==> config.mk <==
export PLATFORM = sky130hd
export DESIGN_NAME = spill_phase_seq
export DESIGN_NICKNAME = d
export VERILOG_FILES = /design/src/rtl/spill_seq_pkg.sv /design/src/rtl/spill_cfg_regs.sv /design/src/rtl/spill_ms_tick.sv /design/src/rtl/spill_start_src.sv /design/src/rtl/spill_phase_fsm.sv /design/src/rtl/spill_phase_seq.sv
export SDC_FILE = /design/constraint.sdc
export NUM_CORES = 1
export LEC_CHECK = 0
export BUFFER_PORTS_ARGS = -buffer_cell sky130_fd_sc_hd__buf_2
export CAP_MARGIN = 25
export CORE_MARGIN = 4
export CORE_UTILIZATION = 35
export CTS_BUF_LIST = sky130_fd_sc_hd__clkbuf_16
export CTS_CLUSTER_DIAMETER = 60
export DETAILED_ROUTE_END_ITERATION = 8
export PLACE_DENSITY = 0.63
export SLEW_MARGIN = 20
export SYNTH_ARGS = -nofsm -noshare
export SYNTH_HDL_FRONTEND = slang
export SYNTH_SLANG_ARGS = --single-unit
==> constraint.sdc <==
create_clock -name clk -period 9 [get_ports clk]
set_input_delay 0.9 -clock clk [delete_from_list [all_inputs] [get_ports clk]]
set_output_delay 0.9 -clock clk [all_outputs]
set_load 0.02 [all_outputs]
==> src/rtl/spill_seq_pkg.sv <==
`timescale 1ns/1ps
package spill_seq_pkg;
  typedef enum logic [4:0] {
    PH_WAIT  = 5'd0,
    PH_ACCEL = 5'd1,
    PH_PREP  = 5'd2,
    PH_READ  = 5'd4,
    PH_POST  = 5'd8,
    PH_FLUSH = 5'd16
  } phase_t;

  localparam logic [3:0] MODE_OFF  = 4'd0;
  localparam logic [3:0] MODE_SOFT = 4'd1;
  localparam logic [3:0] MODE_TTL  = 4'd2;
  localparam logic [3:0] MODE_NET  = 4'd3;
  localparam logic [3:0] MODE_INF  = 4'd4;
  localparam logic [3:0] MODE_AUTO = 4'd7;
  localparam logic [3:0] MODE_GATE = 4'd8;

  localparam logic [1:0] SRC_NONE = 2'd0;
  localparam logic [1:0] SRC_SOFT = 2'd1;
  localparam logic [1:0] SRC_TTL  = 2'd2;
  localparam logic [1:0] SRC_NET  = 2'd3;

  localparam int REG_ACCEL  = 0;
  localparam int REG_PREP   = 1;
  localparam int REG_READ   = 2;
  localparam int REG_POST   = 3;
  localparam int REG_FLUSH  = 4;
  localparam int REG_GEXT   = 5;
  localparam int REG_CTRL   = 6;
  localparam int REG_PERIOD = 7;
  localparam int REG_DIV    = 8;
  localparam int NUM_REGS   = 9;
endpackage

==> src/rtl/spill_cfg_regs.sv <==
`timescale 1ns/1ps
module spill_cfg_regs
  import spill_seq_pkg::*;
#(
  parameter int DW          = 32,
  parameter int AW          = 4,
  parameter int TICK_DIV    = 100000,
  parameter int DUR_ACCEL   = 10,
  parameter int DUR_PREP    = 10,
  parameter int DUR_READ    = 3000,
  parameter int DUR_POST    = 10,
  parameter int DUR_FLUSH   = 970,
  parameter int GATE_EXT    = 100,
  parameter int SOFT_PERIOD = 5000
) (
  input  logic          clk,
  input  logic          rst,
  input  logic          we,
  input  logic [AW-1:0] addr,
  input  logic [DW-1:0] wdata,
  output logic [DW-1:0] regs_q [NUM_REGS]
);
  localparam logic [DW-1:0] RST_VAL [NUM_REGS] = '{
    DW'(DUR_ACCEL), DW'(DUR_PREP), DW'(DUR_READ), DW'(DUR_POST),
    DW'(DUR_FLUSH), DW'(GATE_EXT), DW'(0), DW'(SOFT_PERIOD), DW'(TICK_DIV)
  };

  always_ff @(posedge clk) begin
    for (int i = 0; i < NUM_REGS; i++) begin
      if (rst)
        regs_q[i] <= RST_VAL[i];
      else if (we && addr == AW'(i))
        regs_q[i] <= wdata;
    end
  end
endmodule

==> src/rtl/spill_ms_tick.sv <==
`timescale 1ns/1ps
module spill_ms_tick #(
  parameter int DW = 32
) (
  input  logic          clk,
  input  logic          rst,
  input  logic          hold,
  input  logic [DW-1:0] div,
  output logic          tick_o
);
  logic [DW-1:0] pre_q;

  always_ff @(posedge clk) begin
    if (rst || hold) begin
      pre_q  <= '0;
      tick_o <= 1'b0;
    end else if (pre_q + 1'b1 >= div) begin
      pre_q  <= '0;
      tick_o <= 1'b1;
    end else begin
      pre_q  <= pre_q + 1'b1;
      tick_o <= 1'b0;
    end
  end
endmodule

==> src/rtl/spill_start_src.sv <==
`timescale 1ns/1ps
module spill_start_src
  import spill_seq_pkg::*;
#(
  parameter int DW = 32
) (
  input  logic          clk,
  input  logic          rst,
  input  logic          hold,
  input  logic          tick,
  input  logic [3:0]    mode,
  input  logic [DW-1:0] period,
  input  logic          ttl_in,
  input  logic          net_evt,
  input  logic          gate_in,
  output logic          start_o,
  output logic [1:0]    start_src_o,
  output logic [DW-1:0] timer_o
);
  logic ttl_q, gate_q;
  logic ttl_rise, gate_rise, soft_fire;

  assign ttl_rise  = ttl_in & ~ttl_q;
  assign gate_rise = gate_in & ~gate_q;
  assign soft_fire = (mode == MODE_SOFT) && tick && (timer_o + 1'b1 >= period);

  always_ff @(posedge clk) begin
    if (rst || hold) begin
      ttl_q   <= 1'b0;
      gate_q  <= 1'b0;
      timer_o <= '0;
    end else begin
      ttl_q  <= ttl_in;
      gate_q <= gate_in;
      if (mode != MODE_SOFT)
        timer_o <= '0;
      else if (tick)
        timer_o <= soft_fire ? '0 : timer_o + 1'b1;
    end
  end

  always_comb begin
    start_o     = 1'b0;
    start_src_o = SRC_NONE;
    case (mode)
      MODE_SOFT: begin start_o = soft_fire; start_src_o = SRC_SOFT; end
      MODE_TTL:  begin start_o = ttl_rise;  start_src_o = SRC_TTL;  end
      MODE_NET:  begin start_o = net_evt;   start_src_o = SRC_NET;  end
      MODE_INF:  start_o = 1'b1;
      MODE_AUTO: begin
        start_o     = ttl_rise | net_evt;
        start_src_o = ttl_rise ? SRC_TTL : SRC_NET;
      end
      MODE_GATE: start_o = gate_rise;
      default:   start_o = 1'b0;
    endcase
  end
endmodule

==> src/rtl/spill_phase_fsm.sv <==
`timescale 1ns/1ps
module spill_phase_fsm
  import spill_seq_pkg::*;
#(
  parameter int DW = 32,
  parameter int CW = 32
) (
  input  logic          clk,
  input  logic          rst,
  input  logic          hold,
  input  logic          tick,
  input  logic [3:0]    mode,
  input  logic          start,
  input  logic [1:0]    start_src,
  input  logic          gate_in,
  input  logic [DW-1:0] dur_accel,
  input  logic [DW-1:0] dur_prep,
  input  logic [DW-1:0] dur_read,
  input  logic [DW-1:0] dur_post,
  input  logic [DW-1:0] dur_flush,
  input  logic [DW-1:0] gate_ext,
  output phase_t        phase_o,
  output logic [CW-1:0] count_o,
  output logic [1:0]    last_src_o
);
  logic [DW-1:0] dcnt_q, dcnt_inc, dur_cur;
  logic          freeze;
  phase_t        ph_next;

  function automatic phase_t follow(input phase_t p);
    case (p)
      PH_ACCEL: follow = PH_PREP;
      PH_PREP:  follow = PH_READ;
      PH_READ:  follow = PH_POST;
      PH_POST:  follow = PH_FLUSH;
      default:  follow = PH_WAIT;
    endcase
  endfunction

  assign dcnt_inc = dcnt_q + 1'b1;
  assign ph_next  = follow(phase_o);
  assign freeze   = (phase_o == PH_READ) &&
                    ((mode == MODE_INF) || (mode == MODE_GATE && gate_in));

  always_comb begin
    case (phase_o)
      PH_ACCEL: dur_cur = dur_accel;
      PH_PREP:  dur_cur = dur_prep;
      PH_READ:  dur_cur = (mode == MODE_GATE) ? gate_ext : dur_read;
      PH_POST:  dur_cur = dur_post;
      default:  dur_cur = dur_flush;
    endcase
  end

  always_ff @(posedge clk) begin
    if (rst || hold) begin
      phase_o    <= PH_WAIT;
      dcnt_q     <= '0;
      count_o    <= '0;
      last_src_o <= SRC_NONE;
    end else if (phase_o == PH_WAIT) begin
      if (start) begin
        phase_o    <= PH_ACCEL;
        dcnt_q     <= '0;
        count_o    <= count_o + 1'b1;
        last_src_o <= start_src;
      end
    end else if (freeze) begin
      dcnt_q <= '0;
    end else if (tick) begin
      if (dcnt_inc >= dur_cur) begin
        phase_o <= ph_next;
        dcnt_q  <= '0;
      end else begin
        dcnt_q <= dcnt_inc;
      end
    end
  end
endmodule

==> src/rtl/spill_phase_seq.sv <==
`timescale 1ns/1ps
module spill_phase_seq
  import spill_seq_pkg::*;
#(
  parameter int DW          = 32,
  parameter int CW          = 32,
  parameter int AW          = 4,
  parameter int TICK_DIV    = 100000,
  parameter int DUR_ACCEL   = 10,
  parameter int DUR_PREP    = 10,
  parameter int DUR_READ    = 3000,
  parameter int DUR_POST    = 10,
  parameter int DUR_FLUSH   = 970,
  parameter int GATE_EXT    = 100,
  parameter int SOFT_PERIOD = 5000
) (
  input  logic          clk,
  input  logic          rst,
  input  logic          cfg_we,
  input  logic [AW-1:0] cfg_addr,
  input  logic [DW-1:0] cfg_wdata,
  input  logic          ttl_in,
  input  logic          net_evt,
  input  logic          gate_in,
  output logic [15:0]   status_o,
  output logic [CW-1:0] spill_cnt_o,
  output logic [DW-1:0] timer_ms_o
);
  logic [DW-1:0] cfg_q [NUM_REGS];
  logic          soft_rst, tick, start;
  logic [3:0]    mode;
  logic [1:0]    start_src, last_src, src_field;
  phase_t        phase;
  logic          unused_ctrl;

  spill_cfg_regs #(
    .DW(DW), .AW(AW), .TICK_DIV(TICK_DIV),
    .DUR_ACCEL(DUR_ACCEL), .DUR_PREP(DUR_PREP), .DUR_READ(DUR_READ),
    .DUR_POST(DUR_POST), .DUR_FLUSH(DUR_FLUSH), .GATE_EXT(GATE_EXT),
    .SOFT_PERIOD(SOFT_PERIOD)
  ) i_cfg (
    .clk(clk), .rst(rst), .we(cfg_we), .addr(cfg_addr), .wdata(cfg_wdata),
    .regs_q(cfg_q)
  );

  assign soft_rst    = cfg_q[REG_CTRL][0];
  assign mode        = cfg_q[REG_CTRL][4:1];
  assign unused_ctrl = ^cfg_q[REG_CTRL][DW-1:5];

  spill_ms_tick #(.DW(DW)) i_tick (
    .clk(clk), .rst(rst), .hold(soft_rst), .div(cfg_q[REG_DIV]), .tick_o(tick)
  );

  spill_start_src #(.DW(DW)) i_src (
    .clk(clk), .rst(rst), .hold(soft_rst), .tick(tick), .mode(mode),
    .period(cfg_q[REG_PERIOD]), .ttl_in(ttl_in), .net_evt(net_evt),
    .gate_in(gate_in), .start_o(start), .start_src_o(start_src),
    .timer_o(timer_ms_o)
  );

  spill_phase_fsm #(.DW(DW), .CW(CW)) i_fsm (
    .clk(clk), .rst(rst), .hold(soft_rst), .tick(tick), .mode(mode),
    .start(start), .start_src(start_src), .gate_in(gate_in),
    .dur_accel(cfg_q[REG_ACCEL]), .dur_prep(cfg_q[REG_PREP]),
    .dur_read(cfg_q[REG_READ]), .dur_post(cfg_q[REG_POST]),
    .dur_flush(cfg_q[REG_FLUSH]), .gate_ext(cfg_q[REG_GEXT]),
    .phase_o(phase), .count_o(spill_cnt_o), .last_src_o(last_src)
  );

  always_comb begin
    case (mode)
      MODE_SOFT, MODE_TTL, MODE_NET: src_field = mode[1:0];
      MODE_AUTO:                     src_field = last_src;
      default:                       src_field = SRC_NONE;
    endcase
  end

  assign status_o = {3'b000, phase, 2'b00, src_field, 4'b0000};
endmodule

### Word level (Yosys, flattened, before mapping)

Index checks and enable logic that the tools add are counted.

* input port bits: 42
* register bits: 399
* logic and storage cells: 96
* output and inout bits: 80

* equal/unequal tests: 21
* reduce and logical (&&, ||, !) cells: 26
* muxes and demuxes: 19
* add/sub/neg operators: 4
* magnitude comparators: 3
* bitwise gates (word level): 5

Operators with widths (count)
* $mux 32: 7
* $add 32x1->32 const B: 4
* $pmux 32 s4: 1
* $ge 32x32->1: 3
* $mux 5: 5
* $eq 4x3->1 const B: 6
* $pmux 5 s4: 1
* $eq 4x2->1 const B: 4
* $logic_and 1x1->1: 13
* $eq 4x1->1 const B: 2
* $eq 4x4->1 const B: 2
* $pmux 2 s4: 1
* $pmux 1 s6: 1
* $eq 5x1->1 const B: 1
* $eq 5x2->1 const B: 1
* $eq 5x3->1 const B: 1
* $eq 5x4->1 const B: 1
* $logic_not 5->1: 1
* $logic_not 4->1: 1
* $ne 4x1->1 const B: 1
* $pmux 2 s2: 1
* $reduce_and 2->1: 2
* $reduce_and 4->1: 1
* $reduce_bool 2->1: 2
* other kinds (10): 15

### Longest topological paths before layout

Gate-level depths: netlist (run 1).

* depth after elaboration: 8
* gate-level depth with buffers: 18
* mapped depth without buffers: 16

### Hierarchy

Synthesis (run 1) repeated with hierarchy kept, for this count alone.

* cell total of the unflattened synthesis: 2337
* area, all modules: 22130.0 µm²

By module, submodules not included
* spill_cfg_regs: times used 1, area each 11175.7 µm², cells each 1056
* spill_phase_fsm: times used 1, area each 5316.3 µm², cells each 612
* spill_start_src: times used 1, area each 3035.4 µm², cells each 382
* spill_ms_tick: times used 1, area each 2501.1 µm², cells each 271
* spill_phase_seq: times used 1, area each 101.3 µm², cells each 16

### Worst setup path after synthesis (run 1)

OpenSTA, ideal clock, no wires.

* kind: reg2reg
* start point: register i_src.timer_o[0]
* end point: register i_fsm.count_o[24]
* data arrival time: 4.112 ns
* stages on the path, launching flop included: 18
* slack: 4.818 ns
* buffers on the path: 2
* library setup time: 0.070 ns
* cells stage by stage: dfxtp_1 -> ha_1 -> nand3_1 -> or2_4 -> or3_1 -> buf_2 -> nor3_2 -> nand2_1 -> xnor2_1 -> ha_1 -> nand4_1 -> nor4_1 -> a2bb2oi_1 -> a21oi_4 -> o311ai_2 -> buf_4 -> or3_1 -> a21oi_1

* longest elaborated chain between the ends: 5

RTL lines
* from (decl): RTL line spill_start_src.sv:18 `output logic [DW-1:0] timer_o`
* from (signal assigned): RTL line spill_start_src.sv:38 `timer_o <= soft_fire ? '0 : timer_o + 1'b1;`
* $add 32x1->32: RTL line spill_start_src.sv:25 `assign soft_fire = (mode == MODE_SOFT) && tick && (timer_o + 1'b1 >= period);`
* $ge 32x32->1: RTL line spill_start_src.sv:25
* $logic_and 1x1->1: RTL line spill_start_src.sv:25
* $pmux 1 s6: RTL line spill_start_src.sv:45 `case (mode)`
* $reduce_and 2->1 (no source line)
* to (signal assigned): RTL line spill_phase_fsm.sv:65 `count_o <= count_o + 1'b1;`
* to (decl): RTL line spill_phase_fsm.sv:23 `output logic [CW-1:0] count_o,`

Every way passes these cells.
A chain may end at the register's enable or synchronous reset.

### Final worst setup path (run 1)

* start point: register i_src.timer_o[2]
* end point: register i_fsm.count_o[14]

Same word-level chain as after synthesis.

==> run summary, run 1 <==
In the synthesized netlist the async set-or-reset flop fraction comes to 0. In this run, synthesis produced a sequential element count of 399. The post-synthesis to final-layout area growth came out at 12.4%.

The number of setup buffers added after CTS came out at 0. The number of max-cap violations came out at 0. The via total after detailed routing came out at between 15000 and 20000. The register area is 7990 µm².

The final setup violation count came out at 0. The critical path start-end classification is flop to flop. The reg-to-reg setup timing slack is 3.71 ns. The share of total power dissipated in combinational logic is 0.049. The gate count after technology mapping is 2602.

Yosys instantiated no cell more often than nand2_1. The number of global-route vias before repair came out at 16491. In this run the cell area measured after placement is 21300 µm². The clock passes through at most 3 buffers. The largest fanout of any net on the critical path is 18.

Detailed placement finished with a half-perimeter wire length of 40400 µm. After layout, the minimum clock period comes to 5.29 ns. The highest achievable clock rate is 0.189 GHz. Sorting the synthesized cells by area gives the leading types as dfxtp_1 39%, nand2_1 11%, a21oi_1 9.3%, ha_1 6.1%, xnor2_1 2.8%.

For this design the total switching power over the nets is 0.000968 W. The detailed router finished its first iteration with 1831 violations. The leading register cell type out of synthesis is dfxtp_1. The actual slew at the worst max-slew pin is 1.04 ns.

The number of hold-slack violations in the final timing report came to 0. The final sum of negative setup slack is 0 ns. The die boundary height came out at roughly 250 µm. In the final layout, the share of cells above drive strength 1 is 0.104.

Of the total power, registers draw 0.461. Along the worst hold path, the cell count comes to 2. On the final layout, the worst hold slack is roughly 0.45 ns. The worst setup path is captured at a flop. Setup repair after global routing left no endpoint under its margin. The critical path starts at i_src.timer_o[2]$_SDFFE_PP0P_. The worst register-to-register path begins at i_src.timer_o[2]$_SDFFE_PP0P_. The maximum VDD drop came out at 0.000129 V.

The antenna diode count came out at 0. The relative slew slack came out at 0.305. The number of antenna violations at the first check in global routing was 3.

The port buffer count came out at 112. The count of synthesis-stage warnings from yosys is 0. The combined area of all synthesized cells is 20400 µm². The area of the placeable core is 57700 µm². The power density of the placed cells came out at 170 nW/µm². The share of the clock period used by the worst path is 0.588. The CTS tree is built.

The final instance area is 22900 µm². The chip width came out at 249 µm. The reg-to-reg critical path endpoint is i_fsm.count_o[14]$_SDFFE_PP0P_. The weighted congestion at the end of routability-driven global placement came out at 0.839. The power share of the clock group is 0.490. ~120 I/O pins were placed.

The total CTS buffers came out at 47. Of the total power, the share spent switching nets is 0.249. The clock transition at the registers of the reported paths is 0.07 ns.

The largest clock skew in the final design came out at about 0.031 ns. The placement-stage worst setup slack came out at 3.63 ns. The ratio of routed vias to standard cells is 5.32.

Following the worst setup path forward leads to its endpoint at i_fsm.count_o[14]$_SDFFE_PP0P_. The number of cells upsized or downsized after cts is 0. In the routed design, unresolved DRC markers number 0. The number of placement rows came out at 88.

The total overflow left after global routing is 0. Internal power comes to 0.00293 W. The analysis attributes to cell leakage a power of 8.49 nW. The largest net degree at the start of global routing is 105.

The detailed-routing iteration count for the pre-antenna-repair pass is 6. The library cell with the largest summed area after synthesis is dfxtp_1. Once detail routing completed, the nets flagged for antenna violations numbered 0. The per-cell routed wire length is 17.9 µm.

The number of filler cells placed in the layout came out at 5948. The number of max-slew violations in the final report is 0. In this run the worst hold path is classified as flop to flop. Clock tree synthesis found a total of 399 sinks. After synthesis, the mean cell area works out to 7.83 µm². The commonest cells after synthesis are 588 x nand2_1, 399 x dfxtp_1, 377 x a21oi_1. The share of synthesized area in the top cell type comes to 0.392. The flow ran to the end, and the final reports show no timing, DRC or antenna violations. The final routed wirelength across all metal layers came out at around 61000 µm. The root buffer selected by CTS is clkbuf_16. The count of flip-flops with a built-in enable after synthesis came out at 0. The deepest level of the CTS H-tree is 2. The data arrival time of the critical path is about 5.8 ns. The full die area is 62200 µm².

Measured in cells, the most critical reg-to-reg path has a length of 15. The share of the Yosys chip area taken by registers is 0.392. The first-pass GRT wire length came out at 95500 µm.

The startpoint kind of the worst setup timing path is a flop. The required time at the endpoint of the critical path came out at 9.52 ns. The worst-skew pair later-pin latency came out at 0.61 ns. The number of hold-repair buffers added at the cts stage came out at 0.

The global routing usage summed across all routing layers came out at 0.189. The final worst-path setup slack came out at 3.71 ns. The net count of the finished layout is 2744.

After synthesis, the netlist uses 86 different library cells. The multi-input combinational cells in the finished layout cover a total of 11100 µm². For this configuration, the core starts out at a cell density of 0.353.
## state kept, by name, summed over array words and instances, names as in the netlist
| register | flops |
|---|---|
| i_fsm.last_src_o | 2 |
| i_cfg.regs_q | 261 |
| i_tick.pre_q | 32 |
| i_src.ttl_q | 1 |
| i_fsm.phase_o | 5 |
| i_src.timer_o | 32 |
| i_src.gate_q | 1 |
| i_fsm.count_o | 32 |
| i_fsm.dcnt_q | 32 |
| i_tick.tick_o | 1 |
## cell usage in the layout (no fill, tap or decap), drive strengths merged, types with 14 or more instances in the layout
master / instances
o21ai: 93
clkinv: 22
xor2: 26
ha: 100
a31oi: 14
nor2: 75
dfxtp: 399
and4: 14
or3: 32
nor3: 16
o22ai: 19
buf: 151
nand3: 111
nand4: 43
a21oi: 378
a21o: 14
and3: 23
nand2: 588
a222oi: 32
nand3b: 39
o31ai: 18
nand2b: 24
inv: 121
clkbuf: 48
xnor2: 66
mux2i: 40
## worst max-delay path, cell delays in order, from the launching register on
cell,delay (ns)
dfxtp_1,0.47
nand4_1,0.28
or3_4,0.43
nor4_2,0.50
and3_2,0.36
nand3_2,0.11
xnor2_1,0.15
ha_1,0.29
nand4_1,0.13
nor4_1,0.43
a2bb2oi_1,0.17
a21oi_4,0.69
o311ai_2,0.34
buf_4,0.28
or4_1,0.41
a21oi_1,0.15
## layer usage
| metal | up-vias | global-route usage | routed length [µm] |
|---|---|---|---|
| li1 | 8976 | - | - |
| met1 | 8536 | 0.276 | 28900 |
| met2 | 513 | 0.285 | 26400 |
| met3 | 90 | 0.0302 | 4130 |
| met4 | 2 | 0.0579 | 1600 |
| met5 | - | 0 | 13 |
## through the flow
| step | power, W | cells | util |
|---|---|---|---|
| after detailed placement | 0.00202 | 3315 | 0.370 |
| after floorplan | 0.00196 | 2610 | - |
| final | 0.00389 | 3404 | 0.397 |
| after global routing | 0.00401 | 3404 | 0.397 |
| after CTS | 0.00392 | 3401 | 0.396 |
| after global placement | 0.00202 | 3313 | 0.369 |
## how the worst min path moves through the flow
stage | from | endpoint | slack, ns
global route | i_cfg.regs_q[149]$_SDFFE_PP0P_ | i_cfg.regs_q[149]$_SDFFE_PP0P_ | 0.47
finish | i_cfg.regs_q[2]$_SDFFE_PP0P_ | i_cfg.regs_q[2]$_SDFFE_PP0P_ | 0.45
detailed placement | i_cfg.regs_q[124]$_SDFFE_PP0P_ | i_cfg.regs_q[124]$_SDFFE_PP0P_ | 0.45
CTS | i_cfg.regs_q[124]$_SDFFE_PP0P_ | i_cfg.regs_q[124]$_SDFFE_PP0P_ | 0.45
floorplan | i_fsm.last_src_o[0]$_SDFFE_PP0P_ | i_fsm.last_src_o[0]$_SDFFE_PP0P_ | 0.43
global placement | i_cfg.regs_q[204]$_SDFFE_PP0P_ | i_cfg.regs_q[204]$_SDFFE_PP0P_ | 0.44
## cell type report
type	instances	area share
repair buffers	151	0.0388
clock buffers	48	0.0524
multi-input cells	1892	0.486
well taps	765	0.0418
clock inverters	38	0.0142
flip-flops and latches	399	0.349
inverters	111	0.0182
## cell families (layout without fill, tap and decap cells)
group,count (synthesis),in the layout,share of synthesized area
AOI/OAI and AO/OA,615,615,0.178
other,1,9,0.000184
adders and majority gates,100,100,0.0614
buffers and inverters,319,348,0.0663
DFF,399,399,0.392
and+or+nand+nor,1036,1036,0.243
xor gates and xnor gates,92,92,0.0395
muxes,40,40,0.0198
## power by group through the flow
stage          Sequential, W  Clock [W]  Combinational (W)
6_report             0.00180    0.00191           0.000192
5_1_grt              0.00180    0.00201           0.000207
4_1_cts              0.00180    0.00193           0.000189
3_5_place_dp         0.00183          0           0.000188
3_3_place_gp         0.00183          0           0.000186
2_1_floorplan        0.00183          0           0.000130
(Power assumes the default switching activity.)
==> run 2: changes to the inputs <==
--- a/config.mk
+++ b/config.mk
@@ -12,7 +12,7 @@
 export CTS_BUF_LIST = sky130_fd_sc_hd__clkbuf_16
 export CTS_CLUSTER_DIAMETER = 60
 export DETAILED_ROUTE_END_ITERATION = 8
-export PLACE_DENSITY = 0.63
+export PLACE_DENSITY = 0.65
 export SLEW_MARGIN = 20
 export SYNTH_ARGS = -nofsm -noshare
 export SYNTH_HDL_FRONTEND = slang
==> constraint.sdc (replaced) <==
create_clock -name clk -period 4.7 [get_ports clk]
set_input_delay 0.47 -clock clk [delete_from_list [all_inputs] [get_ports clk]]
set_output_delay 0.47 -clock clk [all_outputs]
set_load 0.02 [all_outputs]
==> run 2 against run 1 <==
Effect of this change: wire length hardly changed; first-iteration DRC count fell by 10%; global-route usage about the same; critical path depth decreased by 1; combinational power increased by 93%; non-clock buffer count up 26; sequential power grew 91%; worst setup slack lost 3.4 ns.
==> run summary, run 2 (synthesis gave the netlist of run 1 again) <==
The run finished with clean final reports. The most utilized layer in the global route result is met2. Clock-pin slew was measured on the worst setup and hold paths at 0.06 ns. The met1 demand-to-capacity share in global routing is 0.269.

The area of the placeable core is 57700 µm². Along the worst path, the maximum fanout reaches 33. The full die area came out at 62200 µm². The I/O pin total came out at 122.

Including well taps, the total number of placed cells is 3342. The startpoint kind of the worst setup timing path is a flop. The post-detailed-route DRC marker count came out at 0. The most common cell after layout, fill and taps aside is nand2_1. Of the available clock period, the critical path in the final layout requires 0.935. Entering global routing, the biggest net connects 93 pins. The final worst-path setup slack is a little over 0.3 ns. From left edge to right edge, the die measures 249 µm. The total global routing overflow came out at 0. Leaving out filler cells and counting taps, the final layout contains 3429.

The met2 global-route usage came out at 0.288. The number of DRC markers after the initial detailed-route iteration came out at approximately 1600. The total CTS buffers came out at 45. The per-cell routed wire length came out at ~18 µm. The number of flip-flops under the largest register name came out at approximately 260. Setup repair after global routing left no endpoint under its margin. The final routed wirelength across all metal layers is 61000 µm.

The HPWL after detailed placement came out at 40800 µm. The port buffer count is 112. The number of clock sinks seen by CTS came out at 399. The filler cells instantiated in the layout total 5914.

VDD sags by at most 0.000260 V. The top cell types in the final layout, fill and taps aside, are 588 x nand2_1, 399 x dfxtp_1, 377 x a21oi_1, 117 x inv_1, 111 x buf_2. The area of combinational cells with multiple inputs came out at 11200 µm². The initial utilization of the core area, before any placement, comes to 0.353. The root buffer cell chosen for the clock tree is clkbuf_16. The number of antenna violations at the first check in global routing is 4. The critical path start-end classification is flop to flop.

The routed layout has 18179 vias. The number of max-slew violations in the final report came out at 0. The final net count came out at 2769.

The actual slew at the worst max-slew pin came out at approximately 0.99 ns. The data arrival time of the critical path came out at between 4 and 5 ns. The number of max-cap violations came out at 0. The met3 layer usage reported by global route came out at 0.0410. The largest clock skew in the final design is a little under 0.04 ns. The required time at the endpoint of the critical path is just over 5 ns. The post-synthesis to final-layout area growth is 13.9%. Counting along the longest clock path gives a buffer depth of 3. The reg-to-reg setup timing slack is 0.31 ns. The power density of the placed cells is 321 nW/µm². The worst-skew pair later-pin latency came out at 0.60 ns. The number of hold-slack violations in the final timing report was 0.

Derived from the worst setup path, the maximum achievable clock frequency is 0.228 GHz. The deepest level of the CTS H-tree is 2. The total leakage power is 8.66 nW. The first-pass GRT wire length came out at 96200 µm.

The floorplan has between 80 and 90 rows. The final sum of negative setup slack is 0 ns. The register area is ~8000 µm². The final setup violation count is 0. The nature of the critical path endpoint is a flop. Once detail routing completed, the nets flagged for antenna violations numbered 0. Of the cells placed in the final design, the portion with a size suffix greater than 1 is 0.113.

The detailed-routing iteration count for the pre-antenna-repair pass is 5. The die is 249 µm tall. The path class of the tightest hold or removal check is input pin to flop. For this run, the total global-route usage over all layers was measured as 0.189. The ratio of routed vias to standard cells is about 5.3.

The relative slew slack came out at 0.334. The number of global-route vias before repair came out at between 15000 and 20000. Final hold analysis gives a worst-case slack of ~0.12 ns. Counting flops per register, the top entry is i_cfg.regs_q. The placement-stage worst setup slack came out at about 0.032 ns. TritonCTS built the clock tree. The weighted congestion at the end of routability-driven global placement is 0.855.

The final critical path time including I/O delays and setup is 4.39 ns.
[run 2: cell count changes in the layout (fill, tap and decap cells not counted), moves of 2 or more]
cell	change
inv_6	+2
clkbuf_16	-3
nor3_2	+2
buf_12	+6
nor3_1	-2
bufinv_16	+2
buf_4	+20
clkinv_2	+2
clkinvlp_4	-2
clkinv_1	-2
[run 2: cell type report]
type / instances / share of cell area
diodes: 1 / 0.000108
clock buffers: 45 / 0.0485
clock inverters: 38 / 0.0163
inverters: 111 / 0.0180
multi-input cells: 1893 / 0.482
flip-flops and latches: 399 / 0.344
well taps: 765 / 0.0412
repair buffers: 177 / 0.0501
[run 2: critical path: stages, from the launching register on]
cell,delay (ns)
dfxtp_1,0.50
nor2_1,0.12
nor4bb_4,0.19
buf_12,0.19
a222oi_1,0.45
o21ai_0,0.21
a21oi_1,0.41
ha_1,0.35
a21oi_1,0.15
nand2_1,0.07
a211oi_1,0.32
o221ai_1,0.30
o21ai_2,0.22
nand3_2,0.45
o221ai_1,0.33
[run 2: power by group]
| group | internal, W | total [W] | switching, W |
|---|---|---|---|
| Sequential | 0.00342 | 0.00344 | 0.0000205 |
| Combinational | 0.0000998 | 0.000371 | 0.000271 |
| Clock | 0.00210 | 0.00364 | 0.00154 |
[run 2: final timing paths]
kind,to,start,cells after the start
hold / removal,i_src.ttl_q$_SDFF_PP0_,ttl_in,2
hold reg to reg,i_cfg.regs_q[219]$_SDFFE_PP0P_,i_cfg.regs_q[219]$_SDFFE_PP0P_,2
setup reg to reg,i_fsm.dcnt_q[31]$_SDFFE_PP0P_,i_fsm.phase_o[2]$_SDFFE_PP0P_,14
setup / recovery,i_fsm.dcnt_q[31]$_SDFFE_PP0P_,i_fsm.phase_o[2]$_SDFFE_PP0P_,14
[run 2: timing repair]
item,4_1_cts,5_1_grt
hold buffers,0,0
pin swaps,1,2
buffers inserted,1,1
gates resized for setup,0,6
endpoints found under the hold margin,0,0
setup endpoints to repair,2,93
cloned,0,1
[run 2: routing by layer]
layer | vias up | wire length, µm
met2 | 579 | 26400
met3 | 95 | 5280
li1 | 9037 | -
met1 | 8466 | 27700
met4 | 2 | 1570
met5 | - | 8
[run 2: per-stage QoR]
stage	util	cell area [µm²]	power, W
finish	0.402	23200	0.00745
detailed placement	0.375	21600	0.00387
global placement	0.374	21600	0.00387
CTS	0.401	23100	0.00750
floorplan	-	20400	0.00376
global route	0.402	23200	0.00768
